File: src/rtl/agu_pkg.sv
package agu_pkg;
    typedef enum logic [2:0] {
        AM_DIRECT  = 3'd0,
        AM_IND     = 3'd1,
        AM_DISP    = 3'd2,
        AM_PREDEC  = 3'd3,
        AM_POSTINC = 3'd4,
        AM_IOSHORT = 3'd5
    } amode_e;

    typedef enum logic [1:0] {
        RG_GPR  = 2'd0,
        RG_IO   = 2'd1,
        RG_SRAM = 2'd2,
        RG_NONE = 2'd3
    } region_e;

    localparam logic [1:0] PSEL_P0 = 2'd0;
endpackage

File: src/rtl/agu_ptr_file.sv
module agu_ptr_file #(
    parameter int ADDR_W = 16,
    parameter int GPR_N  = 32,
    parameter int PTR_N  = 3,
    parameter int SEL_W  = 2
) (
    input  logic                       clk,
    input  logic                       rst_n,
    input  logic                       gpr_we,
    input  logic [$clog2(GPR_N)-1:0]   gpr_idx,
    input  logic [ADDR_W/2-1:0]        gpr_data,
    input  logic                       wb_en,
    input  logic [SEL_W-1:0]           wb_sel,
    input  logic [ADDR_W-1:0]          wb_val,
    input  logic [SEL_W-1:0]           rd_sel,
    output logic [ADDR_W-1:0]          rd_ptr,
    output logic                       rd_ok
);
    localparam int HALF  = ADDR_W / 2;
    localparam int IDX_W = $clog2(GPR_N);
    localparam int PBASE = GPR_N - 2 * PTR_N;

    logic [ADDR_W-1:0] ptr_all [PTR_N];

    for (genvar g = 0; g < PTR_N; g++) begin : g_pair
        localparam logic [IDX_W-1:0] LO_IDX = IDX_W'(PBASE + 2 * g);
        localparam logic [IDX_W-1:0] HI_IDX = IDX_W'(PBASE + 2 * g + 1);
        logic [ADDR_W-1:0] p_d, p_q;

        always_comb begin
            p_d = p_q;
            if (wb_en && wb_sel == SEL_W'(g)) begin
                p_d = wb_val;                       // write-back wins
            end else if (gpr_we && gpr_idx == LO_IDX) begin
                p_d[HALF-1:0] = gpr_data;
            end else if (gpr_we && gpr_idx == HI_IDX) begin
                p_d[ADDR_W-1:HALF] = gpr_data;
            end
        end

        always_ff @(posedge clk) begin
            if (!rst_n) p_q <= '0;
            else        p_q <= p_d;
        end

        assign ptr_all[g] = p_q;
    end

    always_comb begin
        rd_ptr = '0;
        for (int i = 0; i < PTR_N; i++) begin
            if (rd_sel == SEL_W'(i)) rd_ptr = ptr_all[i];
        end
    end

    assign rd_ok = rd_sel < SEL_W'(PTR_N);
endmodule

File: src/rtl/agu_adder.sv
module agu_adder
    import agu_pkg::*;
#(
    parameter int ADDR_W  = 16,
    parameter int DISP_W  = 6,
    parameter int IO_W    = 6,
    parameter int IO_BASE = 32
) (
    input  amode_e              mode,
    input  logic [ADDR_W-1:0]   ptr,
    input  logic [ADDR_W-1:0]   dir,
    input  logic [DISP_W-1:0]   disp,
    input  logic [IO_W-1:0]     io,
    output logic [ADDR_W-1:0]   ea,
    output logic [ADDR_W-1:0]   wb_val
);
    logic [ADDR_W-1:0] op_a, op_b, sum;

    always_comb begin
        op_a = '0;
        op_b = '0;
        case (mode)
            AM_DIRECT:  op_b = dir;
            AM_IND:     op_a = ptr;
            AM_DISP:    begin op_a = ptr; op_b = {{(ADDR_W-DISP_W){1'b0}}, disp}; end
            AM_PREDEC:  begin op_a = ptr; op_b = '1; end
            AM_POSTINC: begin op_a = ptr; op_b = ADDR_W'(1); end
            AM_IOSHORT: begin op_a = ADDR_W'(IO_BASE); op_b = {{(ADDR_W-IO_W){1'b0}}, io}; end
            default:    ;
        endcase
    end

    assign sum    = op_a + op_b;
    assign ea     = (mode == AM_POSTINC) ? ptr : sum;
    assign wb_val = sum;
endmodule

File: src/rtl/agu_region.sv
module agu_region
    import agu_pkg::*;
#(
    parameter int ADDR_W = 16,
    parameter int GPR_N  = 32,
    parameter int IO_N   = 64,
    parameter int SRAM_N = 1024
) (
    input  logic [ADDR_W-1:0] addr,
    output region_e           region,
    output logic              bit_ok
);
    localparam logic [ADDR_W-1:0] L_IO   = ADDR_W'(GPR_N);
    localparam logic [ADDR_W-1:0] L_SRAM = ADDR_W'(GPR_N + IO_N);
    localparam logic [ADDR_W-1:0] L_TOP  = ADDR_W'(GPR_N + IO_N + SRAM_N);
    localparam logic [ADDR_W-1:0] L_BIT  = ADDR_W'(GPR_N + IO_N / 2);

    always_comb begin
        if (addr < L_IO)        region = RG_GPR;
        else if (addr < L_SRAM) region = RG_IO;
        else if (addr < L_TOP)  region = RG_SRAM;
        else                    region = RG_NONE;
    end

    assign bit_ok = (addr >= L_IO) && (addr < L_BIT);
endmodule

File: src/rtl/data_agu.sv
module data_agu
    import agu_pkg::*;
#(
    parameter int ADDR_W = 16,
    parameter int GPR_N  = 32,
    parameter int IO_N   = 64,
    parameter int SRAM_N = 1024,
    parameter int PTR_N  = 3,
    parameter int DISP_W = 6,
    parameter int IO_W   = 6
) (
    input  logic                      clk,
    input  logic                      rst_n,
    input  logic                      req_vld,
    input  logic [2:0]                req_mode,
    input  logic [1:0]                req_sel,
    input  logic [ADDR_W-1:0]         req_dir,
    input  logic [DISP_W-1:0]         req_disp,
    input  logic [IO_W-1:0]           req_io,
    input  logic                      gpr_we,
    input  logic [$clog2(GPR_N)-1:0]  gpr_idx,
    input  logic [ADDR_W/2-1:0]       gpr_data,
    output logic                      out_vld,
    output logic [ADDR_W-1:0]         out_ea,
    output logic [1:0]                out_region,
    output logic                      out_bit_ok,
    output logic                      out_err,
    output logic                      wb_vld,
    output logic [1:0]                wb_sel,
    output logic [ADDR_W/2-1:0]       wb_lo,
    output logic [ADDR_W/2-1:0]       wb_hi
);
    localparam int HALF = ADDR_W / 2;

    typedef struct packed {
        logic              vld;
        logic [ADDR_W-1:0] ea;
        logic [1:0]        region;
        logic              bit_ok;
        logic              err;
        logic              wb;
        logic [1:0]        wb_sel;
        logic [ADDR_W-1:0] wb_val;
    } out_t;

    out_t              st_d, st_q;
    amode_e            mode;
    logic [ADDR_W-1:0] ptr_rd, ea_c, wb_c, ea_m;
    logic              sel_ok, uses_ptr, legal, err_c, do_wb;
    region_e           region_c;
    logic              bit_ok_c;

    assign mode = amode_e'(req_mode);

    agu_ptr_file #(.ADDR_W(ADDR_W), .GPR_N(GPR_N), .PTR_N(PTR_N), .SEL_W(2)) u_ptr (
        .clk(clk), .rst_n(rst_n),
        .gpr_we(gpr_we), .gpr_idx(gpr_idx), .gpr_data(gpr_data),
        .wb_en(do_wb), .wb_sel(req_sel), .wb_val(wb_c),
        .rd_sel(req_sel), .rd_ptr(ptr_rd), .rd_ok(sel_ok)
    );

    agu_adder #(.ADDR_W(ADDR_W), .DISP_W(DISP_W), .IO_W(IO_W), .IO_BASE(GPR_N)) u_add (
        .mode(mode), .ptr(ptr_rd), .dir(req_dir), .disp(req_disp), .io(req_io),
        .ea(ea_c), .wb_val(wb_c)
    );

    agu_region #(.ADDR_W(ADDR_W), .GPR_N(GPR_N), .IO_N(IO_N), .SRAM_N(SRAM_N)) u_reg (
        .addr(ea_m), .region(region_c), .bit_ok(bit_ok_c)
    );

    always_comb begin
        uses_ptr = (mode == AM_IND) || (mode == AM_DISP) ||
                   (mode == AM_PREDEC) || (mode == AM_POSTINC);
        legal    = req_mode <= 3'd5;
        err_c    = req_vld && (!legal || (uses_ptr && !sel_ok) ||
                               (mode == AM_DISP && req_sel == PSEL_P0));
        do_wb    = req_vld && !err_c && ((mode == AM_PREDEC) || (mode == AM_POSTINC));
        ea_m     = err_c ? '0 : ea_c;

        st_d = '0;
        if (req_vld) begin
            st_d.vld    = 1'b1;
            st_d.ea     = ea_m;
            st_d.region = region_c;
            st_d.bit_ok = bit_ok_c;
            st_d.err    = err_c;
            st_d.wb     = do_wb;
            st_d.wb_sel = do_wb ? req_sel : 2'd0;
            st_d.wb_val = do_wb ? wb_c : '0;
        end
    end

    always_ff @(posedge clk) begin
        if (!rst_n) st_q <= '0;
        else        st_q <= st_d;
    end

    assign out_vld    = st_q.vld;
    assign out_ea     = st_q.ea;
    assign out_region = st_q.region;
    assign out_bit_ok = st_q.bit_ok;
    assign out_err    = st_q.err;
    assign wb_vld     = st_q.wb;
    assign wb_sel     = st_q.wb_sel;
    assign wb_lo      = st_q.wb_val[HALF-1:0];
    assign wb_hi      = st_q.wb_val[ADDR_W-1:HALF];
endmodule

File: config.mk
export PLATFORM = sky130hd
export DESIGN_NAME = data_agu
export DESIGN_NICKNAME = d
export VERILOG_FILES = /design/src/rtl/agu_pkg.sv /design/src/rtl/agu_ptr_file.sv /design/src/rtl/agu_adder.sv /design/src/rtl/agu_region.sv /design/src/rtl/data_agu.sv
export SDC_FILE = /design/constraint.sdc
export NUM_CORES = 1
export LEC_CHECK = 0
export BUFFER_PORTS_ARGS = -buffer_cell sky130_fd_sc_hd__buf_2
export CORE_UTILIZATION = 51
export CTS_CLUSTER_SIZE = 30
export DETAILED_ROUTE_END_ITERATION = 8
export GPL_ROUTABILITY_DRIVEN = 1
export PLACE_DENSITY = 0.77
export RECOVER_POWER = 50
export SYNTH_ARGS = -nofsm -noshare
export SYNTH_HDL_FRONTEND = slang
export SYNTH_SLANG_ARGS = --single-unit
File: constraint.sdc
create_clock -name clk -period 3.4 [get_ports clk]
set_input_delay 0 -clock clk [delete_from_list [all_inputs] [get_ports clk]]
set_output_delay 0 -clock clk [all_outputs]
set_load 0.03 [all_outputs]
==> flow_summary.ini <==
[status]
status = finished, final reports clean

[timing]
hold_ws_ns = 0.0314
tightest_slew_ns = 1.41
fin_worst_skew_ns = 0.0127
rsz0062_at_grt = false
finalHoldViolCount = 0
post-route-period-util = 0.945
fin_ws_ns = 0.186
max_freq_mhz = 311
min_period_ns = 3.21
drv_slew = 0
setup_viol = 0
tns_ns = 0
relSlewSlack = 0.0587

[cells_and_area]
layout.nets = 781
insertedDiodeCount = 0
area_growth_pct = 18.5
nFillCells = 916
area.sequential_sq_um = 1760
multi_input_area_sq_um = 3150
final_layout_size_suffix_gt1_frac = 0.184
final_util = 0.622
fin_cells = 852

[synth]
syn-instance-count = 611
syn-num-nets = 677
yosys.area.top_type = dfxtp_1
yosysMostFrequentCell = dfxtp_1
synth-seq-cells = 88
synth-main-ff-cell = dfxtp_1
synth_top_area_frac = 0.345
synth.area.top_cells = dfxtp_1 (34%), mux2i_1 (12%), a211oi_1 (7.8%)
synth_common_cells = dfxtp_1 (88), nor2_1 (84), mux2i_1 (62)
syn_avg_cell_area_sq_um = 8.36
ys_async_sr_fraction = 0
syn_area_sq_um = 5110
ys_seq_area_frac = 0.345
ys_types = 54
synth-edff-count = 0
yosys_warnings = 0

[drt]
route.vias.total = 5083
wl_per_cell_um = 18.2
viasPerCell = 5.97
routed_wl_mm = 15.5
ant_nets = 0
drc_errors = 0
dr.pass1.iters = 5
drt_iter0_markers = 315

[grt]
globalRouteOverflowTotal = 0
grt_pass1_wl_mm = 24.0
antenna_found_initial = 0
grt_pass1_vias = 4808
grt_max_degree = 33
grt_usage = 0.302

[clocking]
cts_sinks = 88
postCtsHoldBufs = 0
cts_root_buf = clkbuf_8
clkSlewWorstSetupHoldPaths_ns = 0.10
cts_tree = yes
cts_made_buffers = 9
ctsLongestPathBuffers = 2
htreeDepth = 3
clock_latency_ns = 0.36

[worst_setup_path]
worst-r2r-setup-slack_ns = 0.19
critPathMaxStageDelay_ns = 0.48
critPathSlowestCell = a2111oi_2
cpMostUsedCell = o21ai_0
rr_worst_depth = 12
crit_type = reg -> reg
cp_max_fo = 6
required_ns = 3.66
path_cells = mux2i_1 -> o21ai_0 -> nor2b_1 -> ha_1 -> nand2_1 -> o21ai_0 -> a2111oi_2 -> a221oi_4 -> xor2_1 -> a31oi_1 -> and4bb_2 -> and3_1
critPathLaunchType = flip-flop
arrival_ns = 3.48
crit_path_end_kind = flip-flop

[place]
dp_hpwl_mm = 11.5
place_inst = 835
numPortBuffers = 89
place.gp.congestion = 0.971
post-place-ws_ns = 0.0885

[die]
io_pins = 90
dieArea_sq_um = 10400
initial_core_util = 0.525
dieWidth_um = 102
core_area_sq_um = 9730
die_y_um = 102
rows = 36

[min_path]
min_path_type = in -> reg
hold_depth = 3

[power]
ir_drop_v = 0.000266
p_leak_nw = 2.49
powerDensity_nw_per_um2 = 359

[job]
cap_violations = 0
[per-layer routing]
metal	track usage	share of wire	vias to the layer above
li1	-	-	2386
met1	0.369	0.41	2400
met2	0.514	0.48	239
met3	0.0451	0.061	58
met4	0.160	0.045	0
met5	0	0	-
[timing repair]
item | CTS | global route
setup buffers | 0 | 2
resized for setup | 0 | 5
endpoints found under the setup margin | 0 | 6
[where the power goes]
| part | internal [W] | total [W] | switching [W] |
|---|---|---|---|
| registers | 0.00106 | 0.00107 | 0.0000111 |
| logic | 0.000159 | 0.000421 | 0.000263 |
| clock network | 0.000288 | 0.000683 | 0.000394 |
[through the flow]
stage / power, W / cell area (sq um)
after floorplan: 0.00135 / 5110
after global placement: 0.00149 / 5890
after detailed placement: 0.00150 / 5890
after CTS: 0.00216 / 6070
after global routing: 0.00225 / 6050
final: 0.00217 / 6050
[state kept, by name (all words and copies together), names as in the netlist]
signal            count
out_vld               1
wb_vld                1
wb_sel                2
out_err               1
wb_lo                 8
out_region            2
out_ea               16
u_ptr.g_pair.p_q     48
wb_hi                 8
out_bit_ok            1
[critical path, delay by kind of cell, from the launching register on]
| kind | cells | cell delay, ns |
|---|---|---|
| muxes | 1 | 0.07 |
| adders and majority gates | 1 | 0.33 |
| xor gates and xnor gates | 1 | 0.21 |
| AOI/OAI and AO/OA | 5 | 1.35 |
| DFF | 1 | 0.36 |
| and+or+nand+nor | 4 | 0.77 |
[worst paths after layout]
path	from	to
min reg2reg	u_ptr.g_pair[0].p_q[4]	u_ptr.g_pair[0].p_q[4]
min	gpr_data[7]	u_ptr.g_pair[2].p_q[7]
max	u_ptr.g_pair[0].p_q[9]	out_bit_ok
max reg2reg	u_ptr.g_pair[0].p_q[9]	out_bit_ok
[layout make-up]
class,instances,share of cell area
clock buffer,10,0.0227
clock inverter,5,0.00682
inverter,12,0.00744
multi-input combinational,468,0.520
sequential,88,0.291
tap,133,0.0275
timing repair buffer,136,0.124
[cells in the final DEF (no fill, tap or decap), types with 12 or more instances in the layout]
master and n:
buf_4 44, dfxtp_1 88, o21ai_0 20, nor2_1 84
and3_1 17, clkbuf_1 43, buf_2 48, inv_1 12
a21oi_1 34, ha_1 15, nand2_1 55, nor2b_1 17
a211oi_1 54, mux2i_1 62
[cell families (layout without fill, tap and decap cells)]
logic type	count (synthesis)	after routing	share of synthesized area
AND/OR/NAND/NOR	215	215	0.201
AO/OA/AOI/OAI	155	155	0.211
flip-flops	88	88	0.345
multiplexers	65	65	0.128
buffers and inverters	55	163	0.0451
XOR/XNOR	17	17	0.0292
adder cells (fa/ha/maj)	16	16	0.0407
(Power assumes the default switching activity.)
